[src/rtl/pfs_pkg.sv]
package pfs_pkg;
  typedef enum logic [2:0] {
    RA_UV_SET = 3'd0,
    RA_UV_CLR = 3'd1,
    RA_OV_SET = 3'd2,
    RA_OV_CLR = 3'd3,
    RA_MASK   = 3'd4,
    RA_STAT   = 3'd5
  } reg_addr_e;

  typedef struct packed {
    logic oc;
    logic ov;
    logic uv;
  } alarm_t;

  localparam int unsigned NUM_FEEDS    = 2;
  localparam int unsigned STAT_CLR_BIT = 5;
endpackage

[src/rtl/pfs_cfg_regs.sv]
module pfs_cfg_regs
  import pfs_pkg::*;
#(
  parameter int unsigned VOLT_W     = 12,
  parameter int unsigned UV_SET_DEF = 400,
  parameter int unsigned UV_CLR_DEF = 420,
  parameter int unsigned OV_SET_DEF = 600,
  parameter int unsigned OV_CLR_DEF = 580
) (
  input  logic              clk,
  input  logic              rst_n,
  input  logic              we,
  input  logic [2:0]        addr,
  input  logic [VOLT_W-1:0] wdata,
  output logic [VOLT_W-1:0] uv_set,
  output logic [VOLT_W-1:0] uv_clr,
  output logic [VOLT_W-1:0] ov_set,
  output logic [VOLT_W-1:0] ov_clr,
  output logic [NUM_FEEDS-1:0] mask,
  output logic              swo_clr
);
  always_ff @(posedge clk or negedge rst_n) begin
    if (!rst_n) begin
      uv_set <= VOLT_W'(UV_SET_DEF);
      uv_clr <= VOLT_W'(UV_CLR_DEF);
      ov_set <= VOLT_W'(OV_SET_DEF);
      ov_clr <= VOLT_W'(OV_CLR_DEF);
      mask   <= '0;
    end else if (we) begin
      case (reg_addr_e'(addr))
        RA_UV_SET: uv_set <= wdata;
        RA_UV_CLR: uv_clr <= wdata;
        RA_OV_SET: ov_set <= wdata;
        RA_OV_CLR: ov_clr <= wdata;
        RA_MASK:   mask   <= wdata[NUM_FEEDS-1:0];
        default: ;
      endcase
    end
  end

  assign swo_clr = we && (reg_addr_e'(addr) == RA_STAT) && wdata[STAT_CLR_BIT];
endmodule

[src/rtl/pfs_feed_mon.sv]
module pfs_feed_mon
  import pfs_pkg::*;
#(
  parameter int unsigned VOLT_W  = 12,
  parameter int unsigned OC_FILT = 4
) (
  input  logic              clk,
  input  logic              rst_n,
  input  logic              masked,
  input  logic              smp_valid,
  input  logic [VOLT_W-1:0] smp_volts,
  input  logic              ocur_async,
  input  logic [VOLT_W-1:0] uv_set,
  input  logic [VOLT_W-1:0] uv_clr,
  input  logic [VOLT_W-1:0] ov_set,
  input  logic [VOLT_W-1:0] ov_clr,
  output alarm_t            alm,
  output logic              led_green,
  output logic              led_red
);
  localparam int unsigned CW = $clog2(OC_FILT + 1);

  logic              oc_s1, oc_s2;
  logic [VOLT_W-1:0] last_v;
  logic              uv_q, ov_q;
  logic [CW-1:0]     oc_cnt;
  logic              in_range;

  always_ff @(posedge clk or negedge rst_n) begin
    if (!rst_n) begin
      oc_s1 <= 1'b0;
      oc_s2 <= 1'b0;
    end else begin
      oc_s1 <= ocur_async;
      oc_s2 <= oc_s1;
    end
  end

  always_ff @(posedge clk or negedge rst_n) begin
    if (!rst_n)         last_v <= '0;
    else if (smp_valid) last_v <= smp_volts;
  end

  always_ff @(posedge clk or negedge rst_n) begin
    if (!rst_n) begin
      uv_q   <= 1'b0;
      ov_q   <= 1'b0;
      oc_cnt <= '0;
    end else if (masked) begin
      uv_q   <= 1'b0;
      ov_q   <= 1'b0;
      oc_cnt <= '0;
    end else if (smp_valid) begin
      uv_q <= uv_q ? (smp_volts < uv_clr) : (smp_volts < uv_set);
      ov_q <= ov_q ? (smp_volts > ov_clr) : (smp_volts > ov_set);
      if (!oc_s2)                      oc_cnt <= '0;
      else if (oc_cnt != CW'(OC_FILT)) oc_cnt <= oc_cnt + CW'(1);
    end
  end

  assign alm.uv = uv_q;
  assign alm.ov = ov_q;
  assign alm.oc = (oc_cnt == CW'(OC_FILT));

  assign in_range  = (last_v >= uv_set) && (last_v <= ov_set);
  assign led_green = !masked && in_range;
  assign led_red   = !masked && !in_range;
endmodule

[src/rtl/pfs_select.sv]
module pfs_select
  import pfs_pkg::*;
(
  input  logic   clk,
  input  logic   rst_n,
  input  alarm_t pri_alm,
  input  alarm_t sec_alm,
  input  logic   sec_masked,
  input  logic   swo_clr,
  output logic   sel_sec,
  output logic   swo,
  output logic   pfail
);
  logic pri_fault, sec_ok, sel_nxt;

  assign pri_fault = |pri_alm;
  assign sec_ok    = !sec_masked && !(|sec_alm);
  assign sel_nxt   = pri_fault && sec_ok;

  always_ff @(posedge clk or negedge rst_n) begin
    if (!rst_n) begin
      sel_sec <= 1'b0;
      swo     <= 1'b0;
      pfail   <= 1'b0;
    end else begin
      sel_sec <= sel_nxt;
      pfail   <= pri_fault && !sec_ok;
      if (sel_nxt && !sel_sec) swo <= 1'b1;
      else if (swo_clr)        swo <= 1'b0;
    end
  end
endmodule

[src/rtl/pwr_feed_supervisor.sv]
module pwr_feed_supervisor
  import pfs_pkg::*;
#(
  parameter int unsigned VOLT_W     = 12,
  parameter int unsigned OC_FILT    = 4,
  parameter int unsigned UV_SET_DEF = 400,
  parameter int unsigned UV_CLR_DEF = 420,
  parameter int unsigned OV_SET_DEF = 600,
  parameter int unsigned OV_CLR_DEF = 580
) (
  input  logic              clk,
  input  logic              rst_n,
  input  logic              pri_smp_valid,
  output logic              pri_smp_ready,
  input  logic [VOLT_W-1:0] pri_smp_volts,
  input  logic              sec_smp_valid,
  output logic              sec_smp_ready,
  input  logic [VOLT_W-1:0] sec_smp_volts,
  input  logic              pri_ocur_async,
  input  logic              sec_ocur_async,
  input  logic              cfg_we,
  input  logic [2:0]        cfg_addr,
  input  logic [VOLT_W-1:0] cfg_wdata,
  output logic [VOLT_W-1:0] cfg_rdata,
  output logic              pri_led_green,
  output logic              pri_led_red,
  output logic              sec_led_green,
  output logic              sec_led_red,
  output logic              sel_secondary,
  output logic              swo_notify,
  output logic              pfail_irq
);
  logic [VOLT_W-1:0]    uv_set, uv_clr, ov_set, ov_clr;
  logic [NUM_FEEDS-1:0] mask_q;
  logic                 swo_clr;
  logic [NUM_FEEDS-1:0] f_valid, f_ocur, f_green, f_red;
  logic [VOLT_W-1:0]    f_volts [NUM_FEEDS];
  alarm_t               feed_alm [NUM_FEEDS];
  logic [8:0]           status_w;

  assign f_valid    = {sec_smp_valid, pri_smp_valid};
  assign f_ocur     = {sec_ocur_async, pri_ocur_async};
  assign f_volts[0] = pri_smp_volts;
  assign f_volts[1] = sec_smp_volts;

  pfs_cfg_regs #(
    .VOLT_W(VOLT_W), .UV_SET_DEF(UV_SET_DEF), .UV_CLR_DEF(UV_CLR_DEF),
    .OV_SET_DEF(OV_SET_DEF), .OV_CLR_DEF(OV_CLR_DEF)
  ) u_cfg (
    .clk(clk), .rst_n(rst_n), .we(cfg_we), .addr(cfg_addr), .wdata(cfg_wdata),
    .uv_set(uv_set), .uv_clr(uv_clr), .ov_set(ov_set), .ov_clr(ov_clr),
    .mask(mask_q), .swo_clr(swo_clr)
  );

  for (genvar g = 0; g < NUM_FEEDS; g++) begin : g_feed
    pfs_feed_mon #(.VOLT_W(VOLT_W), .OC_FILT(OC_FILT)) u_mon (
      .clk(clk), .rst_n(rst_n), .masked(mask_q[g]),
      .smp_valid(f_valid[g]), .smp_volts(f_volts[g]), .ocur_async(f_ocur[g]),
      .uv_set(uv_set), .uv_clr(uv_clr), .ov_set(ov_set), .ov_clr(ov_clr),
      .alm(feed_alm[g]), .led_green(f_green[g]), .led_red(f_red[g])
    );
  end

  pfs_select u_sel (
    .clk(clk), .rst_n(rst_n), .pri_alm(feed_alm[0]), .sec_alm(feed_alm[1]),
    .sec_masked(mask_q[1]), .swo_clr(swo_clr),
    .sel_sec(sel_secondary), .swo(swo_notify), .pfail(pfail_irq)
  );

  assign pri_smp_ready = 1'b1;
  assign sec_smp_ready = 1'b1;
  assign pri_led_green = f_green[0];
  assign pri_led_red   = f_red[0];
  assign sec_led_green = f_green[1];
  assign sec_led_red   = f_red[1];

  assign status_w = {feed_alm[1].oc, feed_alm[0].oc, pfail_irq, swo_notify,
                     sel_secondary, feed_alm[1].ov, feed_alm[1].uv,
                     feed_alm[0].ov, feed_alm[0].uv};

  always_comb begin
    case (reg_addr_e'(cfg_addr))
      RA_UV_SET: cfg_rdata = uv_set;
      RA_UV_CLR: cfg_rdata = uv_clr;
      RA_OV_SET: cfg_rdata = ov_set;
      RA_OV_CLR: cfg_rdata = ov_clr;
      RA_MASK:   cfg_rdata = VOLT_W'(mask_q);
      RA_STAT:   cfg_rdata = VOLT_W'(status_w);
      default:   cfg_rdata = '0;
    endcase
  end
endmodule

[config.mk]
export PLATFORM = sky130hd
export DESIGN_NAME = pwr_feed_supervisor
export DESIGN_NICKNAME = d
export VERILOG_FILES = /design/src/rtl/pfs_pkg.sv /design/src/rtl/pfs_cfg_regs.sv /design/src/rtl/pfs_feed_mon.sv /design/src/rtl/pfs_select.sv /design/src/rtl/pwr_feed_supervisor.sv
export SDC_FILE = /design/constraint.sdc
export NUM_CORES = 1
export LEC_CHECK = 0
export BUFFER_PORTS_ARGS = -buffer_cell sky130_fd_sc_hd__clkbuf_2
export CAP_MARGIN = 20
export CORE_AREA = 8 8 140 103
export DETAILED_ROUTE_END_ITERATION = 8
export DIE_AREA = 0 0 148 111
export GPL_ROUTABILITY_DRIVEN = 1
export HOLD_SLACK_MARGIN = 0.03
export PLACE_DENSITY = 0.91
export SLEW_MARGIN = 20
export SYNTH_ARGS = -nofsm -noshare
export SYNTH_HDL_FRONTEND = slang
export SYNTH_SLANG_ARGS = --single-unit
export TNS_END_PERCENT = 5
[constraint.sdc]
create_clock -name clk -period 7.05 [get_ports clk]
set_clock_uncertainty 0.1 [all_clocks]
set_input_delay 1.41 -clock clk [delete_from_list [all_inputs] [get_ports clk]]
set_output_delay 1.41 -clock clk [all_outputs]
set_load 0.1 [all_outputs]
== Yosys cells after proc, flatten, opt, wreduce, memory -nomap -nowiden ==
Cells that the tools add are included.
Widths: inputs -> output; s select.

* Register bits after elaboration: 91
* Input port bits: 46
* Output and inout bits: 21
* Logic and storage cells: 100

* Add/sub/neg operators: 2
* $lt $le $gt $ge: 12
* Equality and inequality tests: 11
* Muxes and demuxes: 23
* Reduce and logical (&&, ||, !) cells: 32

{| class="wikitable"
|+ Operators by type and width
! cell !! count
|-
| $pmux 12 s6 || 1
|-
| $gt 12x12->1 || 4
|-
| $lt 12x12->1 || 4
|-
| $ge 12x12->1 || 2
|-
| $le 12x12->1 || 2
|-
| $mux 3 || 8
|-
| $mux 1 || 14
|-
| $reduce_and 2->1 || 7
|-
| $eq 3x3->1 const B || 4
|-
| $logic_and 1x1->1 || 12
|-
| $ne 3x3->1 const B || 4
|-
| $logic_not 1->1 || 7
|-
| $add 3x1->3 const B || 2
|-
| $eq 3x2->1 const B || 2
|-
| $reduce_bool 2->1 || 3
|-
| $reduce_or 3->1 || 2
|-
| $eq 3x1->1 const B || 1
|-
| $logic_not 3->1 || 1
|}

== Longest topological paths before layout ==
* Word-level depth: 7
* Mapped depth: 8
* Mapped depth without buffers: 8

== Modules after synthesis ==
From an unflattened synthesis, not the netlist that was laid out.

* Cell total of the unflattened synthesis: 736
* Area total of the unflattened synthesis: 7717.4 um^2

{| class="wikitable"
|+ Modules (own cells, without submodules)
! module !! instances !! cells each !! area each (um^2) !! seq. area each (um^2)
|-
| pfs_feed_mon at g_feed[1].u_mon || 1 || 277 || 2466.1 || 475.5
|-
| pfs_feed_mon at g_feed[0].u_mon || 1 || 276 || 2462.4 || 475.5
|-
| pfs_cfg_regs || 1 || 111 || 2120.8 || 1268.7
|-
| pwr_feed_supervisor || 1 || 63 || 550.5 || 0.0
|-
| pfs_select || 1 || 9 || 117.6 || 75.1
|}

== Worst setup path before layout ==
OpenSTA, ideal clock, no wires.

* Path kind: input -> output
* Start: input cfg_addr[0]
* End: output cfg_rdata[6]
* Arrival time: 3.985 ns
* Data required time: 5.540 ns
* Path slack: 1.555 ns
* Stages: 4
* Path buffers: 1
* Cells stage by stage: buf_6 mux4_2 inv_1 o21ai_0

* Longest elaborated chain between the ends: 2
* Elaborated cells between the ends (all ways): 7
* Classes of those cells: 5 x eq/ne; 1 x mux; 1 x reduce/logical

{| class="wikitable"
|+ Ends and longest elaborated chain
! what !! RTL line !! RTL
|-
| from (decl) || pwr_feed_supervisor.sv:22 || <nowiki>input logic [2:0] cfg_addr,</nowiki>
|-
| $eq 3x3->1, or another cell as far along || pwr_feed_supervisor.sv:82 || <nowiki>case (reg_addr_e'(cfg_addr))</nowiki>
|-
| $pmux 12 s6 (*) || pwr_feed_supervisor.sv:82 ||
|-
| to (decl) || pwr_feed_supervisor.sv:24 || <nowiki>output logic [VOLT_W-1:0] cfg_rdata,</nowiki>
|}

Every way passes the cells marked *; elsewhere a longest branch is shown, timed or not.

== Worst setup path in the final report ==
* Start: input cfg_addr[0]
* End: output cfg_rdata[8]

Same word-level chain as after synthesis.

==> qor.csv <==
stage;metric;value;unit
synth;post-synth-top-area-fraction;0.266;
placed_design;gp_routability_congestion;0.967;
sta;clock.fmax;196;MHz
synth;synth.yosys.seq_area_share;0.317;
clock_network;ctsResizeCount;0;
route;vias;6032;
sta;period_minus_slack;5.09;ns
route;wire_per_inst;20.7;um
clock_network;ctsRootBufferMaster;sky130_fd_sc_hd__clkbuf_16;
setup_path;r2r_start;u_cfg.ov_clr[9];
setup_path;startpoint_kind_of_the_worst_setup_timing_path;primary input;
layout;most_common_cell_after_layout_fill_and_taps_aside;sky130_fd_sc_hd__ha_1;
grt;antenna_found_initial;1;
clock_network;clkSinkCount;91;
setup_path;timing_worst_setup_path_type;in2out;
synth;post_synth_inst_count;738;
clock_network;post-cts-setup-buffers;0;
route;finalWirelength;19.8;mm
placed_design;place_worst_setup_slack;2.02;ns
sta;setup_viol;0;
setup_path;cp.required;5.54;ns
placed_design;place.port_buffers;64;
synth;yosysWarnings;0;
setup_path;worst_setup_path_end_kind;output port;
route;drt_iter0_drc;485;
setup_path;worstSetupStartpoint;cfg_addr[0];
route;drt_pass1_iterations;5;
setup_path;crit_top_cell;sky130_fd_sc_hd__clkbuf_2;
grt;grt_remaining_overflow;0;
grt;grt_start_max_net_pins;62;
layout;layout-drive-gt1-share;0.199;
placed_design;count_of_placed_standard_cells_including_taps;942;
layout;area_growth;8.82;%
clock_network;cts_hold_buf;0;
sta;final_layout_setup_total_negative_slack;0;ns
clock_network;clock_tree.htree_level_count;3;
floorplanning;initial_core_util;0.596;
grt;groute.usage.overall;0.244;
grt;grt_pass1_wl;31.9;mm
power;peakVddDrop;0.252;mV
layout;most_frequent_cells_in_the_layout;sky130_fd_sc_hd__ha_1, sky130_fd_sc_hd__dfrtp_1, sky130_fd_sc_hd__nand2_1, sky130_fd_sc_hd__clkbuf_2, sky130_fd_sc_hd__inv_1;
min_path;worstHoldStart;g_feed[1].u_mon.oc_s1;
clock_network;clock_tree.buffer_depth;2;
sta;measured_slew_at_the_worst_slew_check_pin;1.07;ns
synth;number_of_flops_mapped_to_enable_cells_by_yosys;0;
layout;antenna-diode-count;0;
floorplanning;core_region_area;0.0122;sq mm
layout;utilization;0.648;
power;power_density;276;mW/mm^2
setup_path;peak_fanout_along_the_critical_path;26;
sta;finalHoldViolations;0;
clock_network;worstSkewPairLatency;0.35;ns
grt;first_global_vias;6125;
sta;hold-worst-slack;0.251;ns
synth;synth-seq-cells;91;
layout;multiInputGateArea;0.00456;sq mm
setup_path;critical_path.slowest_cell;sky130_fd_sc_hd__nor2b_1;
setup_path;critPathMaxStageDelay;0.57;ns
layout;num-nets-final;981;
route;drc_errors;0;
sta;rsz0062_at_grt;false;
setup_path;path_cells;clkbuf_2 > nor2b_1 > nand4_1 > o21ai_0 > clkbuf_2;
layout;sequential_cell_area;0.00229;sq mm
synth;synth.largest_area_cell;sky130_fd_sc_hd__dfrtp_1;
clock_network;clock_transition_at_the_registers_of_the_reported_paths;0.07;ns
synth;main_area_contributors_after_synthesis;sky130_fd_sc_hd__dfrtp_1, sky130_fd_sc_hd__ha_1, sky130_fd_sc_hd__dfstp_2;
route;detail-route-antenna-nets;0;
status;outcome;finished clean;
floorplanning;floorplan.die.width;148;um
sta;worst_slack;1.96;ns
synth;synthArstFlopShare;1.00;
clock_network;tritoncts;yes;
layout;layoutNonFillerInstCount;957;
clock_network;cts-buffers-inserted;9;
sta;layout_worst_path_cycle_share;0.723;
floorplanning;ioPinCount;67;
placed_design;dp.final_hpwl;15.4;mm
sta;relSlewSlack;0.284;
layout;layout.filler_cells;968;
power;leakage;3.76;nW
synth;dominantRegCellSynth;sky130_fd_sc_hd__dfrtp_1;
min_path;hold_path.class;reg2reg;
setup_path;timing.critical_path.arrival;3.58;ns
run;max-cap-violations;0;
floorplanning;rows;34;
synth;synth.cell_area;0.00725;sq mm
sta;number_of_pins_exceeding_their_max_slew_limit_in_the_final_report;0;
floorplanning;die_height;111;um
synth;syn_area_per_cell;9.82;sq um
synth;yosysUniqueCellTypes;60;
route;via_per_inst;6.30;
floorplanning;dieArea;0.0164;sq mm
-- cell families (layout without fill, tap and decap cells) --
| family | after synthesis | after routing | synth area share |
|---|---|---|---|
| adder cells (fa/ha/maj) | 144 | 144 | 0.249 |
| multiplexers | 50 | 50 | 0.0949 |
| flip-flops | 91 | 91 | 0.317 |
| AO/OA/AOI/OAI | 193 | 193 | 0.166 |
| AND/OR/NAND/NOR | 174 | 174 | 0.119 |
| other | 1 | 2 | 0.000517 |
| buffers and inverters | 85 | 141 | 0.0544 |
-- layer usage --
layer  vias to the layer above  track usage  routed length, um
met5                         -            0                  0
li1                       2812            -                  -
met2                       324        0.369               8660
met1                      2853        0.321               8370
met4                         0       0.0799                510
met3                        43       0.0791               2250
-- Yosys cell counts, types with 3 or more instances --
master                      number
sky130_fd_sc_hd__nand3_1        16
sky130_fd_sc_hd__buf_6           7
sky130_fd_sc_hd__dfrtp_1        77
sky130_fd_sc_hd__nand2_1        75
sky130_fd_sc_hd__a22oi_1         9
sky130_fd_sc_hd__and4_1          3
sky130_fd_sc_hd__o21ai_1         3
sky130_fd_sc_hd__a21o_1         10
sky130_fd_sc_hd__mux2_2         30
sky130_fd_sc_hd__mux4_2          5
sky130_fd_sc_hd__a2111oi_0       3
sky130_fd_sc_hd__dfstp_2        14
sky130_fd_sc_hd__buf_2           6
sky130_fd_sc_hd__nor3_1          5
sky130_fd_sc_hd__a21oi_1        58
sky130_fd_sc_hd__o211ai_1        7
sky130_fd_sc_hd__mux2_4         11
sky130_fd_sc_hd__ha_1          144
sky130_fd_sc_hd__nor2_1         19
sky130_fd_sc_hd__clkbuf_1        7
sky130_fd_sc_hd__inv_1          61
sky130_fd_sc_hd__nand2b_1        4
sky130_fd_sc_hd__o2111ai_1       4
sky130_fd_sc_hd__nor2b_1        13
sky130_fd_sc_hd__o21ai_0        52
sky130_fd_sc_hd__o31ai_1         3
sky130_fd_sc_hd__nand4_1        23
sky130_fd_sc_hd__a211oi_1        8
sky130_fd_sc_hd__buf_4           4
sky130_fd_sc_hd__o21ai_2        10
sky130_fd_sc_hd__o21a_1          5
sky130_fd_sc_hd__o22ai_1         7
-- per-stage QoR --
stage / cell area (sq um) / power, mW
3_3_place_gp: 7620 / 1.66
4_1_cts: 7890 / 2.16
3_5_place_dp: 7620 / 1.71
2_1_floorplan: 7250 / 1.43
6_report: 7890 / 2.18
5_1_grt: 7890 / 2.31
-- registers in the layout, summed over array words and instances, names as in the netlist --
register and count:
u_cfg.ov_clr 12, u_cfg.mask 2, g_feed.u_mon.ov_q 2, g_feed.u_mon.oc_s2 2, u_sel.sel_sec 1, u_cfg.uv_set 12
u_cfg.uv_clr 12, u_sel.pfail 1, g_feed.u_mon.oc_s1 2, u_sel.swo 1, g_feed.u_mon.uv_q 2, g_feed.u_mon.oc_cnt 6
g_feed.u_mon.last_v 24, u_cfg.ov_set 12
-- report_power, final --
| group | internal, mW | switching, mW | leakage [nW] | total (mW) |
|---|---|---|---|---|
| registers | 0.629 | 0.101 | 1.08 | 0.730 |
| clock network | 0.239 | 0.210 | 0.129 | 0.450 |
| logic | 0.345 | 0.654 | 2.55 | 1.00 |
| total | 1.21 | 0.966 | 3.76 | 2.18 |
-- critical path, delay by kind of cell --
family / cells / cell delay [ns]
buffers and inverters: 2 / 1.03
and+or+nand+nor: 2 / 0.91
AOI/OAI and AO/OA: 1 / 0.22
-- layout make-up --
type	count	share of cell area
multi-input combinational	563	0.579
sequential	91	0.291
timing repair buffer	65	0.0419
clock buffer	10	0.0290
inverter	61	0.0290
tap	162	0.0257
clock inverter	5	0.00492
-- path summary, 6_finish.rpt --
path | endpoint | slack [ns] | cells past startpoint
min | g_feed[1].u_mon.oc_s2 | 0.25 | 0
min in group asynchronous | u_sel.swo | 0.88 | 1
max in group asynchronous | g_feed[0].u_mon.last_v[8] | 4.81 | 2
max reg2reg | g_feed[0].u_mon.ov_q | 4.64 | 8
min reg2reg | g_feed[1].u_mon.oc_s2 | 0.25 | 0
max | cfg_rdata[8] | 1.96 | 5
(Power assumes the default switching activity.)
